## src/rtl/dsyn_pkg.sv

```systemverilog
// Package: shared widths, access encoding and destination codes for the
// delegated error syndrome unit. Assumes a 2-bit exception level code.
package dsyn_pkg;
    localparam int DATA_W = 64;
    localparam int DET_W  = 24;
    localparam int SYN_W  = DET_W + 1;

    localparam logic [1:0] ENC_OP0 = 2'b11;
    localparam logic [2:0] ENC_OP1 = 3'b110;
    localparam logic [3:0] ENC_CRN = 4'b0101;
    localparam logic [3:0] ENC_CRM = 4'b0010;
    localparam logic [2:0] ENC_OP2 = 3'b011;

    localparam logic [1:0] LVL_TOP = 2'd3;

    typedef enum logic [1:0] {
        TGT_EL1   = 2'd0,
        TGT_EL2   = 2'd1,
        TGT_DEFER = 2'd2,
        TGT_NONE  = 2'd3
    } tgt_e;
endpackage

```

## src/rtl/dsyn_acc_dec.sv

```systemverilog
// Module: access decoder. Matches the five-field encoding and splits a hit
// into permitted read, permitted write or undefined access.
// Assumes: purely combinational; the caller registers the responses.
module dsyn_acc_dec
    import dsyn_pkg::*;
(
    input  logic       valid,
    input  logic       write,
    input  logic [1:0] op0,
    input  logic [2:0] op1,
    input  logic [3:0] crn,
    input  logic [3:0] crm,
    input  logic [2:0] op2,
    input  logic [1:0] level,
    input  logic       feat_en,
    output logic       rd_ok,
    output logic       wr_ok,
    output logic       bad
);
    logic hit;
    logic allowed;

    // Decode the encoding and the privilege gate.
    always_comb begin
        hit     = valid && (op0 == ENC_OP0) && (op1 == ENC_OP1) &&
                  (crn == ENC_CRN) && (crm == ENC_CRM) && (op2 == ENC_OP2);
        allowed = feat_en && (level == LVL_TOP);
        rd_ok   = hit && allowed && !write;
        wr_ok   = hit && allowed && write;
        bad     = hit && !allowed;
    end
endmodule

```

## src/rtl/dsyn_store.sv

```systemverilog
// Module: syndrome storage. Holds only the implemented low bits; the upper
// bits of the architectural word are never stored.
// Assumes: wr_en is already qualified by the decoder.
module dsyn_store #(
    parameter int W = 25
) (
    input  logic         clk,
    input  logic         rst_n,
    input  logic         wr_en,
    input  logic [W-1:0] wdata,
    output logic [W-1:0] q
);
    // Load on a permitted write, clear on reset.
    always_ff @(posedge clk) begin
        if (!rst_n)     q <= '0;
        else if (wr_en) q <= wdata;
    end

    p_wr_lands_r5: assert property (@(posedge clk) disable iff (!rst_n)
        wr_en |=> q == $past(wdata));
    p_hold_idle_r2: assert property (@(posedge clk) disable iff (!rst_n)
        !wr_en |=> $stable(q));
endmodule

```

## src/rtl/dsyn_route.sv

```systemverilog
// Module: delivery router. Turns an event and target code into a one-cycle
// write strobe to one destination, carrying the stored syndrome.
// Assumes: the event is a single-cycle pulse from the exception controller.
module dsyn_route
    import dsyn_pkg::*;
#(
    parameter int W = SYN_W,
    parameter int N_DST = 3
) (
    input  logic         clk,
    input  logic         rst_n,
    input  logic         evt_valid,
    input  logic [1:0]   evt_target,
    input  logic         deleg_en,
    input  logic         feat_en,
    input  logic [W-1:0] syn,
    output logic [N_DST-1:0] dst_we,
    output logic [W-1:0] dst_syn
);
    logic go;
    logic [N_DST-1:0] sel;

    // Qualify the event and decode the target into a destination vector.
    always_comb begin
        go = evt_valid && deleg_en && feat_en;
        for (int i = 0; i < N_DST; i++)
            sel[i] = go && (evt_target == 2'(i));
    end

    // Register the strobe and data for one cycle.
    always_ff @(posedge clk) begin
        if (!rst_n) begin
            dst_we  <= '0;
            dst_syn <= '0;
        end else begin
            dst_we  <= sel;
            dst_syn <= (|sel) ? syn : '0;
        end
    end

    p_one_dest_r7: assert property (@(posedge clk) disable iff (!rst_n)
        $onehot0(dst_we));
    p_data_match_r7: assert property (@(posedge clk) disable iff (!rst_n)
        (|dst_we) |-> dst_syn == $past(syn));
    p_deleg_gate_r8: assert property (@(posedge clk) disable iff (!rst_n)
        (|dst_we) |-> $past(deleg_en && feat_en && evt_valid));
    p_no_tgt_quiet_r7: assert property (@(posedge clk) disable iff (!rst_n)
        (evt_valid && evt_target == TGT_NONE) |=> dst_we == '0);
endmodule

```

## src/rtl/dsyn_unit.sv

```systemverilog
// Module: delegated error syndrome register unit (top). Registers the access
// responses, keeps the syndrome and feeds the delivery router.
// Assumes: one access and one event per cycle at most each.
module dsyn_unit
    import dsyn_pkg::*;
(
    input  logic              clk,
    input  logic              rst_n,
    input  logic              feat_en,
    input  logic              deleg_en,
    input  logic              acc_valid,
    input  logic              acc_write,
    input  logic [1:0]        acc_op0,
    input  logic [2:0]        acc_op1,
    input  logic [3:0]        acc_crn,
    input  logic [3:0]        acc_crm,
    input  logic [2:0]        acc_op2,
    input  logic [1:0]        acc_level,
    input  logic [DATA_W-1:0] acc_wdata,
    output logic              acc_rvalid,
    output logic [DATA_W-1:0] acc_rdata,
    output logic              acc_undef,
    input  logic              evt_valid,
    input  logic [1:0]        evt_target,
    output logic              el1_syn_we,
    output logic              el2_syn_we,
    output logic              defer_rec_we,
    output logic [SYN_W-1:0]  dst_syn
);
    localparam int RES_W = DATA_W - SYN_W;

    logic rd_ok, wr_ok, bad;
    logic [SYN_W-1:0] syn_q;
    logic [2:0] dst_we;

    dsyn_acc_dec u_dec (
        .valid(acc_valid), .write(acc_write),
        .op0(acc_op0), .op1(acc_op1), .crn(acc_crn), .crm(acc_crm), .op2(acc_op2),
        .level(acc_level), .feat_en(feat_en),
        .rd_ok(rd_ok), .wr_ok(wr_ok), .bad(bad)
    );

    dsyn_store #(.W(SYN_W)) u_store (
        .clk(clk), .rst_n(rst_n), .wr_en(wr_ok),
        .wdata(acc_wdata[SYN_W-1:0]), .q(syn_q)
    );

    dsyn_route #(.W(SYN_W), .N_DST(3)) u_route (
        .clk(clk), .rst_n(rst_n), .evt_valid(evt_valid), .evt_target(evt_target),
        .deleg_en(deleg_en), .feat_en(feat_en), .syn(syn_q),
        .dst_we(dst_we), .dst_syn(dst_syn)
    );

    // Register the read response and the undefined flag.
    always_ff @(posedge clk) begin
        if (!rst_n) begin
            acc_rvalid <= 1'b0;
            acc_undef  <= 1'b0;
            acc_rdata  <= '0;
        end else begin
            acc_rvalid <= rd_ok;
            acc_undef  <= bad;
            acc_rdata  <= rd_ok ? {{RES_W{1'b0}}, syn_q} : '0;
        end
    end

    // Fan the destination vector out to named strobes.
    always_comb begin
        el1_syn_we   = dst_we[TGT_EL1];
        el2_syn_we   = dst_we[TGT_EL2];
        defer_rec_we = dst_we[TGT_DEFER];
    end

    p_undef_excl_r2: assert property (@(posedge clk) disable iff (!rst_n)
        acc_undef |-> !acc_rvalid);
    p_undef_keeps_r2: assert property (@(posedge clk) disable iff (!rst_n)
        bad |=> $stable(syn_q));
    p_res0_ignore_r3: assert property (@(posedge clk) disable iff (!rst_n)
        (wr_ok && acc_wdata[DATA_W-1:SYN_W] != '0) |=> acc_rdata[DATA_W-1:SYN_W] == '0);
    p_read_res0_r3: assert property (@(posedge clk) disable iff (!rst_n)
        acc_rvalid |-> acc_rdata[DATA_W-1:SYN_W] == '0);
    p_feat_off_r9: assert property (@(posedge clk) disable iff (!rst_n)
        (!feat_en && acc_valid && acc_op0 == ENC_OP0 && acc_op1 == ENC_OP1 &&
         acc_crn == ENC_CRN && acc_crm == ENC_CRM && acc_op2 == ENC_OP2) |=> acc_undef);
endmodule

```

## config.mk

```make
export PLATFORM = sky130hd
export DESIGN_NAME = dsyn_unit
export DESIGN_NICKNAME = d
export VERILOG_FILES = /design/src/rtl/dsyn_pkg.sv /design/src/rtl/dsyn_acc_dec.sv /design/src/rtl/dsyn_store.sv /design/src/rtl/dsyn_route.sv /design/src/rtl/dsyn_unit.sv
export SDC_FILE = /design/constraint.sdc
export NUM_CORES = 1
export LEC_CHECK = 0
export BUFFER_PORTS_ARGS = -buffer_cell sky130_fd_sc_hd__buf_2
export CORE_ASPECT_RATIO = 0.8
export CORE_MARGIN = 5
export CORE_UTILIZATION = 38
export DETAILED_ROUTE_END_ITERATION = 10
export PLACE_DENSITY = 0.76
export SLEW_MARGIN = 20
export SYNTH_ARGS = -nofsm -noshare
export SYNTH_HDL_FRONTEND = slang
export SYNTH_SLANG_ARGS = --single-unit
```

## constraint.sdc

```tcl
create_clock -name clk -period 2.1 [get_ports clk]
set_input_delay 0.42 -clock clk [delete_from_list [all_inputs] [get_ports clk]]
set_output_delay 0.42 -clock clk [all_outputs]
set_load 0.02 [all_outputs]
```

# Word level (Yosys, flattened, before mapping)
# Cells that the tools add are included.
# word_totals
ff_bits	119
input_bits	91
output_inout_bits	94
# classes
n_eq_ne	8
reduce_logical	21
# op_table
op	n
$logic_and A1 B1 Y1	15
$eq A2 B2 Y1 const B	3
$eq A4 B2 Y1 const B	1
$eq A4 B3 Y1 const B	1
$reduce_and A2 Y1	2
$eq A3 B2 Y1 const B	1
$eq A3 B3 Y1 const B	1
$reduce_or A3 Y1	1
$eq A2 B1 Y1 const B	1
$logic_not A1 Y1	2
$logic_not A2 Y1	1

# Logic depth before layout (Yosys ltp)
# depth
ltp_word	9
depth_mapped	6
mapped_depth_nobuf	4

# By module
# Synthesis repeated with hierarchy kept, for this count alone.
# unflattened
hier_cells	252
area_unflattened_um2	2895.3
# by_module_without_submodules
module	instances	cells_each	area_each_um2
dsyn_unit	1	98	1047.3
dsyn_store	1	80	965.9
dsyn_route	1	63	804.5
dsyn_acc_dec	1	11	77.6

# Least setup slack after synthesis
# Ideal clock, no wire load.
# synth_timing
kind	input port to flip-flop
from	input port acc_crn[1]
to	register u_store.q[0]
setup_ns	0.072
t_arrival_ns	1.892
required_time_ns	2.028
setup_slack_ns	0.136
path_stages	6
cell_sequence	or4b_4 > nor4_4 > and4_1 > buf_6 > buf_12 > mux2i_1
# synth_between
elab_chain_len	6
# synth_lines
element	line_no	text
start, declared	dsyn_unit.sv:15	input logic [3:0] acc_crn,
$eq A4 B3 Y1	dsyn_acc_dec.sv:26	(crn == ENC_CRN) && (crm == ENC_CRM) && (op2 == ENC_OP2);
$logic_and A1 B1 Y1	dsyn_acc_dec.sv:25	hit = valid && (op0 == ENC_OP0) && (op1 == ENC_OP1) &&
$logic_and A1 B1 Y1 (2 in series)	dsyn_acc_dec.sv:26	
$logic_and A1 B1 Y1 (2 in series)	dsyn_acc_dec.sv:29	wr_ok = hit && allowed && write;
end signal, assigned	dsyn_store.sv:16	else if (wr_en) q <= wdata;
end, declared	dsyn_store.sv:11	output logic [W-1:0] q
# Every way passes these cells.
# A chain may end at the register's enable or synchronous reset.

# Worst setup path in the final report
# layout_timing
from	input port acc_crn[1]
to	register u_store.q[11]
# Same word-level chain as after synthesis.

==> results.json <==
{
  "timing.rr.start": "u_store.q[13]",
  "avgViaCountPerCell": 4.04,
  "ios": 185,
  "cts.sinks": 80,
  "core.rowCount": 28,
  "clk_pin_slew_ns": 0.09,
  "cts_buffers": 9,
  "synthFlopType": "dfxtp_1",
  "startpoint_type": "input port",
  "finalCritPeriodShare_pct": 87.2,
  "period_minus_slack_ns": 1.83,
  "clkLatencyLatePin_ns": 0.34,
  "drive_gt1_share_pct": 34.3,
  "yosysMostFrequentCell": "dfxtp_1",
  "instances_no_fill": 496,
  "timing.final.hold_violations": 0,
  "status": "finished clean",
  "grt_usage_pct": 13.1,
  "place.gp.congestion": 0.712,
  "setup_viol": 0,
  "ys_async_sr_fraction_pct": 0,
  "min_path_type": "in -> reg",
  "multi_input_area_sq_um": 1040,
  "grt_pass1_wl_mm": 9.44,
  "r2r_cells": 2,
  "synth_edf_count": 0,
  "hold_path_startpoint": "evt_target[1]",
  "hpwl_mm": 4.46,
  "ys_seq_elements": 80,
  "die_h_microns": 87.9,
  "crit_required_ns": 2.37,
  "timing.fmax_mhz": 546,
  "fin_area_sq_um": 3570,
  "crit_path_end_kind": "flop",
  "dr.pass1.iters": 4,
  "syn_area_sq_um": 2880,
  "placeableCoreArea_sq_um": 7390,
  "timing.hold.ws_ns": 0.284,
  "postSynthCellCount": 276,
  "r2r_end": "u_store.q[13]",
  "timing.critical_path.cells": "buf_2 -> or4b_4 -> nor4_4 -> and4_2 -> buf_12 -> mux2i_1",
  "area_delta_synth_final_pct": 23.8,
  "ctsResizeCount": 0,
  "synth_top_area_cell": "dfxtp_1",
  "worstPathArrival_ns": 2.10,
  "wl_mm": 5.93,
  "place_area_sq_um": 3380,
  "io_buffer_count": 106,
  "holdPathStages": 2,
  "drv_cap": 0,
  "worstPathMaxFanout": 16,
  "synth.area.top_cells": "dfxtp_1 (56%), and2_1 (11%), buf_4 (11%)",
  "fillerInstances": 684,
  "rsz0062_at_grt": "no",
  "setup_tns_ns": 0,
  "diodes": 0,
  "drt_iter0_drc": 67,
  "num_vias": 2003,
  "ir_drop_mv": 0.338,
  "p_leak_nw": 1.72,
  "maxSlewViolCount": 0,
  "min_to": "u_route.dst_we[1]",
  "initial_core_util_pct": 39.0,
  "cts_tree": "built",
  "cts_setup_buffers": 0,
  "placed_cells": 480,
  "regArea_sq_um": 1600,
  "synthTopCellsByCount": "dfxtp_1 (80), nand2_1 (51), and2_1 (50)",
  "fp.dieW_microns": 107,
  "drtAntennaViolNets": 0,
  "grt_pass1_vias": 2009,
  "htreeDepth": 3,
  "root_buffer": "clkbuf_8",
  "layout.nets": 477,
  "avgSynthCellArea_sq_um": 10.4,
  "dieArea_sq_um": 9440,
  "seq_area_frac_synth_pct": 55.5,
  "antenna_found_initial": 0,
  "hold_buffers": 0,
  "cpLargestDelayFamily": "simple AND/OR/NAND/NOR gates",
  "cp_slowest_stage_delay_ns": 0.54,
  "path_class": "in -> reg",
  "cpMaxStageDelayCell": "or4b_4",
  "avgRoutedWirePerCell_microns": 12.0,
  "critPathBufInv": 2,
  "final_util_pct": 48.3,
  "fin_skew_ns": 0.00655,
  "ys_types": 22,
  "ff2ff_setup_slack_ns": 1.47,
  "pwr_density_cell_nw_per_um2": 758,
  "grt_max_degree": 44,
  "drc": 0,
  "yosysWarnings": 0,
  "grt-ovfl-total": 0,
  "clockBufferDepth": 2,
  "synth_top_area_share_pct": 55.5
}
[registers in the layout, indices dropped and copies added (netlist names)]
| name | cells |
|---|---|
| acc_rdata | 25 |
| acc_rvalid | 1 |
| acc_undef | 1 |
| u_route.dst_syn | 25 |
| u_route.dst_we | 3 |
| u_store.q | 25 |
[power breakdown]
| group | leakage [nW] | switching, W | internal [W] | total [W] |
|---|---|---|---|---|
| Sequential | 0.644 | 0.000000164 | 0.00152 | 0.00152 |
| Combinational | 0.986 | 0.000108 | 0.0000457 | 0.000153 |
| Clock | 0.0912 | 0.000562 | 0.000476 | 0.00104 |
| Total | 1.72 | 0.000670 | 0.00204 | 0.00271 |
[area by class of cell]
class,instances,area share (%)
multi-input combinational,181,29.0
timing repair buffer,114,17.2
clock buffer,10,3.85
clock inverter,6,1.37
tap,105,3.68
sequential,80,44.8
[placed cells by master (no fill, tap or decap)]
| master | netlist | final |
|---|---|---|
| nor4_4 | 1 | 1 |
| and2_1 | 50 | 50 |
| clkinv_2 | 0 | 1 |
| a21oi_2 | 0 | 1 |
| clkbuf_8 | 0 | 10 |
| inv_6 | 0 | 2 |
| nor3b_1 | 3 | 3 |
| and4_1 | 2 | 1 |
| buf_4 | 41 | 6 |
| buf_2 | 1 | 106 |
| nor3_1 | 1 | 1 |
| nor2b_1 | 1 | 1 |
| nand3_1 | 1 | 1 |
| buf_12 | 2 | 2 |
| clkinvlp_4 | 0 | 2 |
| and3_1 | 1 | 1 |
| mux2i_1 | 25 | 25 |
| conb_1 | 1 | 39 |
| nor2_1 | 1 | 1 |
| dfxtp_1 | 80 | 80 |
| nand4_1 | 2 | 2 |
| or4bb_1 | 1 | 1 |
| nand2_1 | 51 | 51 |
| inv_8 | 0 | 1 |
| or4b_4 | 1 | 1 |
| and4_2 | 0 | 1 |
[metal layers]
metal  GRT usage (%)  vias up  share of wire [%]
met2            21.5      115                 45
met4            4.82        0                1.3
li1                -     1008                  -
met5               0        -                  0
met3            4.86        9                 10
met1            15.8      871                 43
[logic make-up (layout without fill, tap and decap cells)]
| kind of cell | Yosys count | after routing | synth area share [%] |
|---|---|---|---|
| other | 1 | 39 | 0.130 |
| DFF | 80 | 80 | 55.5 |
| and+or+nand+nor | 116 | 116 | 21.8 |
| buffers and inverters | 53 | 130 | 13.7 |
| AOI/OAI and AO/OA | 1 | 1 | 0.173 |
| muxes | 25 | 25 | 8.68 |
[metrics by stage]
step,power (W),setup WS (ns)
final,0.00271,0.269
after global routing,0.00284,0.157
after CTS,0.00274,0.272
after detailed placement,0.00170,-0.0866
after global placement,0.00170,-0.0455
after floorplan,0.00170,0.136
[worst max path at each step]
stage	slack [ns]	depth (start not counted)	endpoint	from
after detailed placement	-0.09	7	acc_rdata[11]	acc_crn[1]
after CTS	0.27	6	u_store.q[23]	acc_crn[1]
after global routing	0.16	6	u_store.q[23]	acc_crn[1]
final	0.27	6	u_store.q[11]	acc_crn[1]
after floorplan	0.14	6	u_store.q[0]	acc_crn[1]
after global placement	-0.05	7	acc_rdata[12]	acc_crn[1]
Power figures use the tool's default switching activity.
